===== src/rtl/pin_event_detect.sv =====
`timescale 1ns/1ps
module pin_event_detect #(
  parameter int NPINS = 32,
  parameter int CW    = 4
) (
  input  logic                       clk,
  input  logic                       rst_n,
  input  logic [NPINS-1:0]           pin_in,
  input  logic                       cfg_we,
  input  logic [$clog2(NPINS)-1:0]   cfg_pin,
  input  logic [CW-1:0]              cfg_code,
  input  logic                       glo_we,
  input  logic [NPINS/2+CW-1:0]      glo_data,
  input  logic                       ghi_we,
  input  logic [NPINS/2+CW-1:0]      ghi_data,
  input  logic                       clr_we,
  input  logic [NPINS-1:0]           clr_data,
  input  logic [NPINS-1:0]           dma_done,
  output logic [NPINS-1:0]           flags,
  output logic                       irq,
  output logic [NPINS-1:0]           dma_req
);
  localparam int HALF = NPINS / 2;
  localparam int PW   = $clog2(NPINS);

  logic [NPINS-1:0] s1, s2, prev;
  logic [NPINS-1:0] rise, fall, set_v, dma_m, irq_m, gsel, clr_v;
  logic [CW-1:0]    code_q [NPINS];
  logic [CW-1:0]    lo_code, hi_code;

  always_ff @(posedge clk or negedge rst_n)
    if (!rst_n) begin
      s1 <= '0; s2 <= '0; prev <= '0;
    end else begin
      s1 <= pin_in; s2 <= s1; prev <= s2;
    end

  assign rise    = s2 & ~prev;
  assign fall    = ~s2 & prev;
  assign lo_code = glo_data[HALF+CW-1:HALF];
  assign hi_code = ghi_data[HALF+CW-1:HALF];
  assign gsel    = {ghi_we ? ghi_data[HALF-1:0] : {HALF{1'b0}},
                    glo_we ? glo_data[HALF-1:0] : {HALF{1'b0}}};

  always_ff @(posedge clk or negedge rst_n)
    if (!rst_n) begin
      for (int i = 0; i < NPINS; i++) code_q[i] <= '0;
    end else begin
      for (int i = 0; i < NPINS; i++) begin
        if (cfg_we && cfg_pin == PW'(i)) code_q[i] <= cfg_code;
        else if (gsel[i]) code_q[i] <= (i < HALF) ? lo_code : hi_code;
      end
    end

  always_comb begin
    for (int i = 0; i < NPINS; i++) begin
      dma_m[i] = 1'b0;
      irq_m[i] = 1'b0;
      case (code_q[i])
        CW'(1), CW'(5), CW'(9):  set_v[i] = rise[i];
        CW'(2), CW'(6), CW'(10): set_v[i] = fall[i];
        CW'(3), CW'(7), CW'(11): set_v[i] = rise[i] | fall[i];
        CW'(8):                  set_v[i] = ~s2[i];
        CW'(12):                 set_v[i] = s2[i];
        default:                 set_v[i] = 1'b0;
      endcase
      if (code_q[i] >= CW'(1) && code_q[i] <= CW'(3))  dma_m[i] = 1'b1;
      if (code_q[i] >= CW'(8) && code_q[i] <= CW'(12)) irq_m[i] = 1'b1;
    end
  end

  assign clr_v = (clr_we ? clr_data : '0) | (dma_done & dma_m);

  always_ff @(posedge clk or negedge rst_n)
    if (!rst_n) flags <= '0;
    else        flags <= (flags & ~clr_v) | set_v;

  assign irq     = |(flags & irq_m);
  assign dma_req = flags & dma_m;
endmodule


===== config.mk =====
export PLATFORM = sky130hd
export DESIGN_NAME = pin_event_detect
export DESIGN_NICKNAME = d
export VERILOG_FILES = /design/src/rtl/pin_event_detect.sv
export SDC_FILE = /design/constraint.sdc
export NUM_CORES = 1
export LEC_CHECK = 0
export CAP_MARGIN = 20
export CORE_ASPECT_RATIO = 2
export CORE_UTILIZATION = 29
export DETAILED_ROUTE_END_ITERATION = 6
export RECOVER_POWER = 25
export SKIP_CTS_REPAIR_TIMING = 1
export SYNTH_ARGS = -nofsm -noshare
export SYNTH_HDL_FRONTEND = slang
export SYNTH_SLANG_ARGS = --single-unit

===== constraint.sdc =====
create_clock -name clk -period 6.1 [get_ports clk]
set_input_delay 1.83 -clock clk [delete_from_list [all_inputs] [get_ports clk]]
set_output_delay 1.83 -clock clk [all_outputs]
set_load 0.005 [all_outputs]

; After elaboration in Yosys (flattened, before gate mapping)
; Cells that the tools add are included.
[op_classes]
muxes = 163
n_eq_ne = 383
n_reduce_logical = 226
order_cmp = 128
n_bitwise = 75
[ops]
columns = operator, n
row1 = $eq 4x4->1 const B, 160
row2 = $eq 4x3->1 const B, 96
row3 = $reduce_or 3->1, 96
row4 = $eq 4x2->1 const B, 64
row5 = $mux 4, 64
row6 = $and 32x32->32, 6
row7 = $pmux 1 s5, 32
row8 = $eq 4x1->1 const B, 32
row9 = $ge 4x1->1 const B, 32
row10 = $ge 4x4->1 const B, 32
row11 = $le 4x2->1 const B, 32
row12 = $le 4x4->1 const B, 32
row13 = $logic_and 1x1->1, 96
row14 = $not 32->32, 3
row15 = $eq 5x5->1 const B, 16
row16 = $mux 1, 64
row17 = $or 32x32->32, 2
row18 = $reduce_bool 2->1, 32
row19 = $eq 5x4->1 const B, 8
row20 = $mux 16, 2
row21 = $mux 32, 1
row22 = $not 1->1, 32
row23 = $or 1x1->1, 32
row24 = $reduce_or 32->1, 1
row25 = 4 further kinds, 8
[totals]
output_inout_bits = 65
input_bits = 151
register_bits = 256

; Logic depth before layout (Yosys ltp)
; Gate-level depths: netlist of run 1.
[logic_depth]
depth_word = 8
mapped_depth = 7
mapped_depth_nobuf = 6

; Worst setup path before layout of run 1
; OpenSTA, ideal clock, no wires.
[synth_path]
path_type = reg-to-output
from = reg code_q[13] in the netlist's numbering
to = out irq
path_slack_ns = 2.520
stages_incl_launch_ff = 6
required_time_ns = 4.270
arrival_time_ns = 1.750
n_path_buf = 1
cell_sequence = dfrtp_1 buf_4 o21ai_2 a32o_1 or4_1 or4_1
[synth_via]
elab_chain_cells = 5
word_cells_on_any_way = 6
cone_classes = 2 x order compare / 1 x mux / 1 x bitwise / 2 x reduce/logical
[synth_rtl]
columns = item, line_no
row1 = start: declaration, 28  ; logic [CW-1:0] code_q [NPINS];
row2 = start signal: indexed assignment, 50  ; if (cfg_we && cfg_pin == PW'(i)) code_q[i] <= cfg_code;
row3 = start signal: indexed assignment, 51  ; else if (gsel[i]) code_q[i] <= (i < HALF) ? lo_code : hi_code;
row4 = $ge 4x4->1 or $le 4x4->1 (tied branches), 68  ; if (code_q[i] >= CW'(8) && code_q[i] <= CW'(12)) irq_m[i] = 1'b1;
row5 = $logic_and 1x1->1 (*), 68
row6 = $mux 1 (*), 68
row7 = $and 32x32->32 (*), 78  ; assign irq = |(flags & irq_m);
row8 = $reduce_or 32->1 (*), 78
row9 = end: declaration, 20  ; output logic irq,
; Mark *: on every way between the ends. The rest lies on a longest branch, timed or not.

; Worst setup path after layout of run 1
[layout_path]
from = reg flags[17]
to = out irq
[layout_via]
elab_chain_cells = 2
[layout_rtl]
columns = item, line_no
row1 = start: declaration, 19  ; output logic [NPINS-1:0] flags,
row2 = start signal: assignment, 76  ; else flags <= (flags & ~clr_v) | set_v;
row3 = $and 32x32->32, 78
row4 = $reduce_or 32->1, 78
; No other way between the ends.

==> results of run 1 <==
==> metrics by stage <==
step	hold WS (ps)	setup WS [ps]	instances	cell area [µm²]
after global routing	359	1110	2268	17300
after CTS	349	1050	2268	17300
after detailed placement	335	1660	2223	16400
final	346	1170	2268	17300
after global placement	333	1650	2222	16400
after floorplan	331	2520	1429	13600
==> worst min-delay path by stage <==
| stage | slack [ps] | cells past startpoint | endpoint | start |
|---|---|---|---|---|
| after floorplan | 330 | 0 | s2[0] | s1[0] |
| after global placement | 330 | 0 | s2[17] | s1[17] |
| after detailed placement | 330 | 0 | s2[7] | s1[7] |
| after CTS | 350 | 0 | s2[21] | s1[21] |
| after global routing | 360 | 0 | s2[16] | s1[16] |
| final | 350 | 0 | s2[22] | s1[22] |
==> critical path, stage by stage, from the launching register on <==
cell             delay [ps]
dfrtp_1                 420
and2_1                  190
a32oi_1                 520
nand4_1                 370
or4_1                   570
clkdlybuf4s50_1         480
==> area by class of cell <==
cell class	count	share of cell area, %
inverter	106	2.30
clock buffer	38	4.49
multi-input combinational	1009	38.1
timing repair buffer	225	13.0
tap	627	4.54
clock inverter	7	0.521
sequential	256	37.0
==> cells in the final DEF (no fill, tap or decap), types with 6 or more instances in the layout <==
| cell | Yosys | layout |
|---|---|---|
| clkdlybuf4s50_1 | 0 | 181 |
| nand4_1 | 9 | 9 |
| a221o_1 | 11 | 11 |
| nand2_1 | 161 | 161 |
| o21ai_0 | 64 | 64 |
| a21oi_1 | 141 | 141 |
| o211ai_1 | 16 | 16 |
| buf_4 | 1 | 8 |
| clkbuf_16 | 0 | 27 |
| and2_1 | 37 | 37 |
| dlygate4sd3_1 | 0 | 32 |
| nor2_1 | 131 | 131 |
| nor4_1 | 11 | 11 |
| nor3_1 | 33 | 33 |
| inv_1 | 106 | 106 |
| or3_1 | 9 | 9 |
| ha_1 | 64 | 64 |
| nand3_1 | 40 | 40 |
| mux2i_1 | 159 | 159 |
| dfrtp_1 | 256 | 256 |
| xnor2_1 | 17 | 17 |
| a32oi_1 | 12 | 12 |
| nor3b_1 | 10 | 10 |
| a311o_1 | 17 | 17 |
| nand3b_1 | 17 | 17 |
| clkbuf_8 | 0 | 6 |
| nor2b_1 | 7 | 7 |
| o221a_2 | 10 | 10 |
==> kinds of logic after synthesis <==
group / count (synthesis) / share of synthesized area (%)
compound gates: 286 / 13.0
fa+ha+maj: 64 / 5.88
mux: 159 / 11.7
simple gates: 483 / 16.7
buf+inv: 164 / 4.58
xor+xnor: 17 / 1.09
flops: 256 / 47.0
==> sequential cells by signal, summed over array words and instances, names as in the netlist <==
| signal | count |
|---|---|
| flags | 32 |
| prev | 32 |
| s2 | 32 |
| s1 | 32 |
| code_q | 128 |
==> power groups by stage <==
| stage | Combinational (mW) | Sequential (mW) | Clock [mW] |
|---|---|---|---|
| floorplan | 0.690 | 2.20 | 0 |
| global placement | 1.27 | 2.31 | 0 |
| detailed placement | 1.29 | 2.33 | 0 |
| CTS | 1.29 | 2.30 | 1.72 |
| global route | 1.39 | 2.34 | 1.77 |
| finish | 1.26 | 2.30 | 1.66 |
==> metal layers <==
layer	wire length, µm	part of all wire (%)	vias to the layer above	GRT usage (%)
met4	2010	4.5	2	8.66
li1	-	-	5365	-
met1	16300	37	5524	19.7
met2	24300	55	276	36.2
met3	1800	4.1	96	2.11
met5	12	0.027	-	0
==> impl_results.md, run 1 <==
- Outcome: finished with violations
- Failing checks: capacitance limit, slew limit
- Seq. cell area: 0.00641 mm²
- Worst reg2reg path depth: 4
- Initial DRT Pass Iterations: 5
- Worst ir drop on vdd: 177 µV
- P per Cell Area: 302 mW/mm²
- Rel. slew slack: -64.7%
- Aggregate global routing overflow: 0
- Count leader, synth: dfrtp_1
- Critical Path Start: flags[17]
- Antenna violations before repair: 1
- CTS root buf: clkbuf_16
- Final setup viols: 0
- Vias/cell: 4.97
- Seq cells post-synth: 256
- H-tree Lvls: 1
- Mean Syn Cell Area: 9.53 µm²
- FFs w/ async S/R, synth: 100%
- Die area: 0.0479 mm²
- Vias: 11263
- # clock sinks: 256
- Part of the power in registers: 44.0%
- Fmax: 203 MHz
- Area grow syn2layout: 27.0%
- Worst Hold Class: reg -> reg
- Layout cells sized above 1: 4.08%
- Netlist cell types: 41
- Site row count: 112
- Clock power share: 31.8%
- Worst setup path end: irq
- Slew @ Worst Pin: 2470 ps
- Top post-synthesis cells by area: dfrtp_1, mux2i_1, ha_1, a21oi_1, nand2_1
- Ys flop type: dfrtp_1
- Pins Over Slew Limit: 92
- Final worst path period need: 4930 ps
- Core area: 0.0465 mm²
- Area of the multi-input gates: 0.00659 mm²
- Nets@finish: 1839
- Worst path required time: 4270 ps
- Crit path max fanout: 4
- Die height: 309 µm
- Worst setup EP type: output pin
- Number of global-route vias before repair: 11870
- Crit start category: register
- Count of antenna diodes in the layout: 0
- Synth Cell Area: 0.0136 mm²
- Internal power: 3.60 mW
- Total chip power: 5.22 mW
- Final core occ: 37.2%
- Hold violation count in the final report: 0
- Yosys top cell by area: dfrtp_1
- Yosys top cell area share: 47.0%
- RSZ-0062 raised after global routing: no
- Detailed placement HPWL: 32.2 mm
- Reg2reg end: flags[8]
- CTS tree: done
- Setup CP Type: reg -> out
- Clk_lat worst skew: 550 ps
- R2R setup slack: 4580 ps
- Number of remaining DRC errors: 0
- Maximum clock path buffer count: 3
- EDFF count, synth: 0
- I/O Buffers: 215
- Switching power: 1.62 mW
- Initial Utilization: 29.3%
- Routed length per instance: 19.6 µm
- Routed WL: 44.5 mm
- TritonCTS Buffers: 26
- Pin count of the biggest net entering global routing: 126
- Post-route ant nets: 0
- Clock transition at path regs: 60 ps
- Die X: 155 µm
- Syn nets: 1644
- Crit path DAT: 3100 ps
- Net Sw Frac: 31.1%
- Seq/Total Area, Yosys: 47.0%
- Commonest cells post-synth: dfrtp_1, nand2_1, mux2i_1, a21oi_1, nor2_1
- Num ports: 216
- All-Layer GR Usage: 18.6%
- Worst clock skew: 12.5 ps
- GPL Wtd Cong: 0.802
- Fill cells: 4757
- Leakage Power: 7.87 nW
- Initial DRC count: 522
- Comb pwr share: 24.2%
- Synthesized netlist cell count: 1429
- Reg2reg start: code_q[93]
- Sum Neg Setup Slack: 0 ps
- Ys Warns: 0
- First-pass GRT wire length: 67.5 mm
- Max-Cap Viols: 1
- Crit share post-route: 80.8%
Power figures use the tool's default switching activity.
==> run 2: changes to the inputs <==
==> constraint.sdc (replaced) <==
create_clock -name clk -period 4.7 [get_ports clk]
set_input_delay 1.41 -clock clk [delete_from_list [all_inputs] [get_ports clk]]
set_output_delay 1.41 -clock clk [all_outputs]
set_load 0.005 [all_outputs]
==> run 2 against run 1 <==
Effect of this change:
- the run still ends with capacitance limit, slew limit left
- combinational power is 31% higher
- first-iteration DRC count is 5.4% lower
- final area is 0.61% higher
- clock skew hardly changed
- via count is 0.13% higher
- clock power is 39% higher
- register-to-register slack worse by 1500 ps
- critical path type unchanged
==> impl_results.md, run 2 (synthesis gave the netlist of run 1 again) <==
- Outcome: finished with violations (unchanged)
- Failing checks: capacitance limit, slew limit (unchanged)
- First-pass GRT wire length: 67.5 mm (unchanged)
- Pins Over Slew Limit: 95 (was 92)
- Commonest non-fill, non-tap cell in the layout: dfrtp_1 (unchanged)
- CTS tree: done (unchanged)
- Crit start category: register (unchanged)
- Maximum clock path buffer count: 3 (unchanged)
- Worst Hold Class: reg -> reg (unchanged)
- Worst Hold Endpoint: s2[17] (was s2[22])
- Sum Neg Setup Slack: 0 ps (unchanged)
- Vias: 11278 (was 11263)
- Placed Instances: 2229 (was 2223)
- # clock sinks: 256 (unchanged)
- Crit share post-route: 97.4%
- TritonCTS Buffers: 27 (was 26)
- Critical Path, Cell by Cell: and2_1 > a32oi_1 > nand4_1 > or4_1 > clkdlybuf4s50_1 (unchanged)
- Slowest CP cell: or4_1 (unchanged)
- H-tree Lvls: 1 (unchanged)
- Max reg flops: 128 (unchanged)
- CTS root buf: clkbuf_16 (unchanged)
- Layout cells sized above 1: 4.54% (was 4.08%)
- Biggest register: code_q (unchanged)
- Initial DRT Pass Iterations: 5 (unchanged)
- Die area: 0.0479 mm² (unchanged)
- Clock transition at path regs: 60 ps (about the same)
- Vias/cell: 4.95 (was 4.97)
- Site row count: 112 (unchanged)
- Final worst setup slack: 120 ps (was 1170 ps)
- Slew @ Worst Pin: 2660 ps (was 2470 ps)
- Reg2reg start: code_q[24] (was code_q[93])
- Worst reg2reg path depth: 4 (unchanged)
- Core area: 0.0465 mm² (unchanged)
- Worst path required time: 3290 ps (was 4270 ps)
- Die height: 309 µm (unchanged)
- Aggregate global routing overflow: 0 (unchanged)
- Worst ir drop on vdd: 225 µV (was 177 µV)
- Hold violation count in the final report: 0 (unchanged)
- Initial Utilization: 29.3% (unchanged)
- Routed length per instance: 19.7 µm (was 19.6 µm)
- Fill cells: 4768 (was 4757)
- Reg2reg end: flags[25] (was flags[8])
- Detailed placement HPWL: 32.4 mm (was 32.2 mm)
- Clk_lat worst skew: 550 ps (about the same)
- Worst setup EP type: output pin (unchanged)
- Die X: 155 µm (unchanged)
- Max-Cap Viols: 1 (unchanged)
- GPL Wtd Cong: 0.804 (was 0.802)
- Fmax: 218 MHz
- Nets@finish: 1846 (was 1839)
- Rel. slew slack: -77.3% (was -64.7%)
- Pin count of the biggest net entering global routing: 97 (was 126)
- Final core occ: 37.4% (was 37.2%)
- Routed WL: 44.9 mm (was 44.5 mm)
- Final setup viols: 0 (unchanged)
- Final worst path period need: 4580 ps
- Commonest cells after routing, fill and taps aside: dfrtp_1, clkdlybuf4s50_1, nand2_1 (unchanged)
- Area grow syn2layout: 27.7% (was 27.0%)
- Crit path DAT: 3170 ps (was 3100 ps)
- RSZ-0062 raised after global routing: no (unchanged)
- Crit path max fanout: 4 (unchanged)
- Leakage Power: 7.93 nW (was 7.87 nW)
- Number of global-route vias before repair: 11784 (was 11870)
- Worst hold path depth: 0 (unchanged)
- Setup CP Type: reg -> out (unchanged)
- Post-route ant nets: 0 (unchanged)
- Worst hold slack: 347 ps (was 346 ps)
- Hold Crit Start: s1[17] (was s1[22])
- All-Layer GR Usage: 18.7% (was 18.6%)
- Num ports: 216 (unchanged)
- P per Cell Area: 399 mW/mm² (was 302 mW/mm²)
- Worst slack, placed: 700 ps (was 1660 ps)
- I/O Buffers: 215 (unchanged)
- Worst clock skew: 12.1 ps (was 12.5 ps)
- Number of remaining DRC errors: 0 (unchanged)
- CP bufs+invs: 1 (unchanged)
- Delay-heaviest family, CP: simple AND/OR/NAND/NOR gates (unchanged)
- Initial DRC count: 494 (was 522)
- Non-filler cells, final: 2278 (was 2268)
- Antenna violations before repair: 1 (unchanged)
- Count of antenna diodes in the layout: 0 (unchanged)
- R2R setup slack: 3090 ps (was 4580 ps)
- Crit-path max cell delay: 590 ps (was 570 ps)
[run 2: worst max-delay path by stage]
| stage | startpoint | end | slack [ps] | depth (start not counted) |
|---|---|---|---|---|
| 6_report | flags[17] | irq | 120 | 5 |
| 5_1_grt | flags[17] | irq | 80 | 5 |
| 4_1_cts | flags[17] | irq | 90 | 5 |
| 3_5_place_dp | flags[17] | irq | 700 | 5 |
| 3_3_place_gp | flags[17] | irq | 670 | 5 |
| 2_1_floorplan | code_q[13] | irq | 1540 | 5 |
[run 2: cell type report]
type	count	area (µm²)	area share, %
multi-input combinational	1009	6590	37.9
inverter	106	398	2.29
tap	627	785	4.51
clock buffer	39	771	4.43
clock inverter	10	156	0.899
sequential	256	6410	36.8
timing repair buffer	231	2290	13.2
[run 2: metrics by stage]
step	area, µm²	power (mW)
4_1_cts	17400	7.04
3_3_place_gp	16500	4.65
3_5_place_dp	16500	4.70
2_1_floorplan	13600	3.75
5_1_grt	17400	7.31
6_report	17400	6.94
[run 2: report_power, final]
group / internal [mW] / leakage (nW) / switching (mW)
clock: 1.36 / 0.453 / 0.946
combinational: 0.889 / 4.49 / 0.764
sequential: 2.54 / 2.99 / 0.443
[run 2: layer usage]
| metal | wire length, µm | global-route usage (%) | up-vias |
|---|---|---|---|
| li1 | - | - | 5385 |
| met3 | 1650 | 1.95 | 96 |
| met4 | 2320 | 9.90 | 2 |
| met2 | 24100 | 35.4 | 273 |
| met1 | 16800 | 20.0 | 5522 |
| met5 | 17 | 0 | - |
==> run 3: changes to the inputs <==
--- a/config.mk
+++ b/config.mk
@@ -7,8 +7,9 @@
 export LEC_CHECK = 0
 export CAP_MARGIN = 20
 export CORE_ASPECT_RATIO = 2
-export CORE_UTILIZATION = 29
+export CORE_UTILIZATION = 54
 export DETAILED_ROUTE_END_ITERATION = 6
+export PLACE_DENSITY = 0.8
 export RECOVER_POWER = 25
 export SKIP_CTS_REPAIR_TIMING = 1
 export SYNTH_ARGS = -nofsm -noshare
==> run 3 against run 2 <==
Effect of this change:
- the flow still finishes with violations (capacitance limit, slew limit)
- die area shrank 46%
- sequential share of layout area grew 1.2 points
- combinational power is essentially flat
- register-to-register slack improved by 40 ps
- power fell by 4.9%
- setup slack improved by 180 ps
- non-clock buffer count fell by 6
- routed wire length shrank 15%
==> impl_results.md, run 3 (synthesis gave the netlist of run 1 again) <==
- Outcome: finished with violations (unchanged)
- Failing checks: capacitance limit, slew limit (unchanged)
- Total chip power: 6.59 mW (was 6.94 mW)
- Non-filler cells, final: 1971 (was 2278)
- Worst clock skew: 8.65 ps (was 12.1 ps)
- Maximum clock path buffer count: 3 (unchanged)
- I/O Buffers: 215 (unchanged)
- GPL Wtd Cong: 0.901 (was 0.804)
- Leakage Power: 7.84 nW (was 7.93 nW)
- Placed Instances: 1928 (was 2229)
- Worst Hold Class: reg -> reg (unchanged)
- Worst ir drop on vdd: 305 µV (was 225 µV)
- Detailed placement HPWL: 27.1 mm (was 32.4 mm)
- Max reg flops: 128 (unchanged)
- # clock sinks: 256 (unchanged)
- Die height: 227 µm (was 309 µm)
- CTS root buf: clkbuf_16 (unchanged)
- Die area: 0.0259 mm² (was 0.0479 mm²)
- Routed WL: 38.3 mm (was 44.9 mm)
- Commonest non-fill, non-tap cell in the layout: dfrtp_1 (unchanged)
- Biggest register: code_q (unchanged)
- Final worst path period need: 4400 ps (was 4580 ps)
- Crit share post-route: 93.5% (was 97.4%)
- Clk_lat worst skew: 530 ps (was 550 ps)
- Die X: 114 µm (was 155 µm)
- Nets@finish: 1837 (was 1846)
- R2R setup slack: 3130 ps (was 3090 ps)
- RSZ-0062 raised after global routing: no (unchanged)
- Num ports: 216 (unchanged)
- P per Cell Area: 391 mW/mm² (was 399 mW/mm²)
- Crit path max fanout: 6 (was 4)
- First-pass GRT wire length: 60.4 mm (was 67.5 mm)
- H-tree Lvls: 1 (unchanged)
- Area of the multi-input gates: 0.00659 mm² (unchanged)
- Clock transition at path regs: 70 ps (was 60 ps)
- Crit start category: register (unchanged)
- Routed length per instance: 19.4 µm (was 19.7 µm)
- Aggregate global routing overflow: 0 (unchanged)
- Commonest cells after routing, fill and taps aside: dfrtp_1, clkdlybuf4s50_1, nand2_1 (unchanged)
- Count of antenna diodes in the layout: 0 (unchanged)
- Vias: 11439 (was 11278)
- Fmax: 228 MHz (was 218 MHz)
- Antenna violations before repair: 0 (was 1)
- Slew @ Worst Pin: 2680 ps (was 2660 ps)
- Number of remaining DRC errors: 0 (unchanged)
- TritonCTS Buffers: 24 (was 27)
- Initial DRT Pass Iterations: 7 (was 5)
- Max-Cap Viols: 1 (unchanged)
- Vias/cell: 5.80 (was 4.95)
- Area grow syn2layout: 23.7% (was 27.7%)
- Worst path required time: 3290 ps (about the same)
- CTS tree: done (unchanged)
- Hold violation count in the final report: 0 (unchanged)
- All-Layer GR Usage: 30.4% (was 18.7%)
- Initial DRC count: 776 (was 494)
- Sum Neg Setup Slack: 0 ps (unchanged)
- Setup CP Type: reg -> out (unchanged)
- Site row count: 81 (was 112)
- Worst setup EP type: output pin (unchanged)
- Number of global-route vias before repair: 11909 (was 11784)
- Seq. cell area: 0.00641 mm² (unchanged)
- Layout cells sized above 1: 3.97% (was 4.54%)
- Core area: 0.0246 mm² (was 0.0465 mm²)
- Final setup viols: 0 (unchanged)
- Crit path DAT: 2990 ps (was 3170 ps)
- Pin count of the biggest net entering global routing: 103 (was 97)
- Post-route ant nets: 0 (unchanged)
- Fill cells: 1932 (was 4768)
- Pins Over Slew Limit: 102 (was 95)
- Rel. slew slack: -78.4% (was -77.3%)
- Initial Utilization: 55.3% (was 29.3%)
## run 3: cell count changes in the layout (fill, tap and decap cells not counted), moves of 2 or more
| cell | before | now |
|---|---|---|
| clkbuf_8 | 5 | 3 |
| clkinv_2 | 4 | 6 |
| clkbuf_16 | 27 | 25 |
| buf_4 | 13 | 9 |
| clkbuf_1 | 7 | 4 |
| bufinv_16 | 4 | 2 |
## run 3: worst paths after layout
kind,start,to,cells past startpoint
max,code_q[25],irq,5
min,s1[17],s2[17],0
max reg2reg,code_q[73],flags[13],4
min reg2reg,s1[17],s2[17],0
max in group asynchronous,rst_n,code_q[100],2
min in group asynchronous,rst_n,s1[7],1
## run 3: routing by layer
metal | share of wire (%) | up-vias | GRT usage [%]
met3 | 4.9 | 104 | 3.77
met5 | 0 | - | 0
met2 | 55 | 386 | 57.7
li1 | - | 5367 | -
met4 | 4.6 | 0 | 15.5
met1 | 36 | 5582 | 32.2
## run 3: report_power, final
part           internal (mW)  leakage [nW]  switching (mW)
logic                  0.885          4.45           0.733
clock network           1.14         0.397           0.871
registers               2.54          2.99           0.430
## run 3: area by class of cell
| class | count | share of cell area [%] |
|---|---|---|
| Timing Repair Buffer | 225 | 13.3 |
| Multi-Input combinational cell | 1009 | 39.1 |
| Clock inverter | 11 | 0.728 |
| Tap cell | 332 | 2.47 |
| Inverter | 106 | 2.36 |
| Clock buffer | 32 | 4.05 |
| Sequential cell | 256 | 38.0 |
## run 3: worst max-delay path, stage by stage, from the launching register on
cell and delay [ps]:
dfrtp_1 470, o21ai_0 110, a32oi_1 540, nand4_1 300
or4_1 550, clkdlybuf4s50_1 480
## run 3: stage by stage
step	instance area, µm²	hold WS [ps]	utilization [%]	worst slack [ps]
after global placement	16100	334	65.2	904
after detailed placement	16100	336	65.2	877
after global routing	16900	354	68.4	236
after CTS	16900	350	68.5	288
final	16900	347	68.4	305
after floorplan	13600	331	-	1540
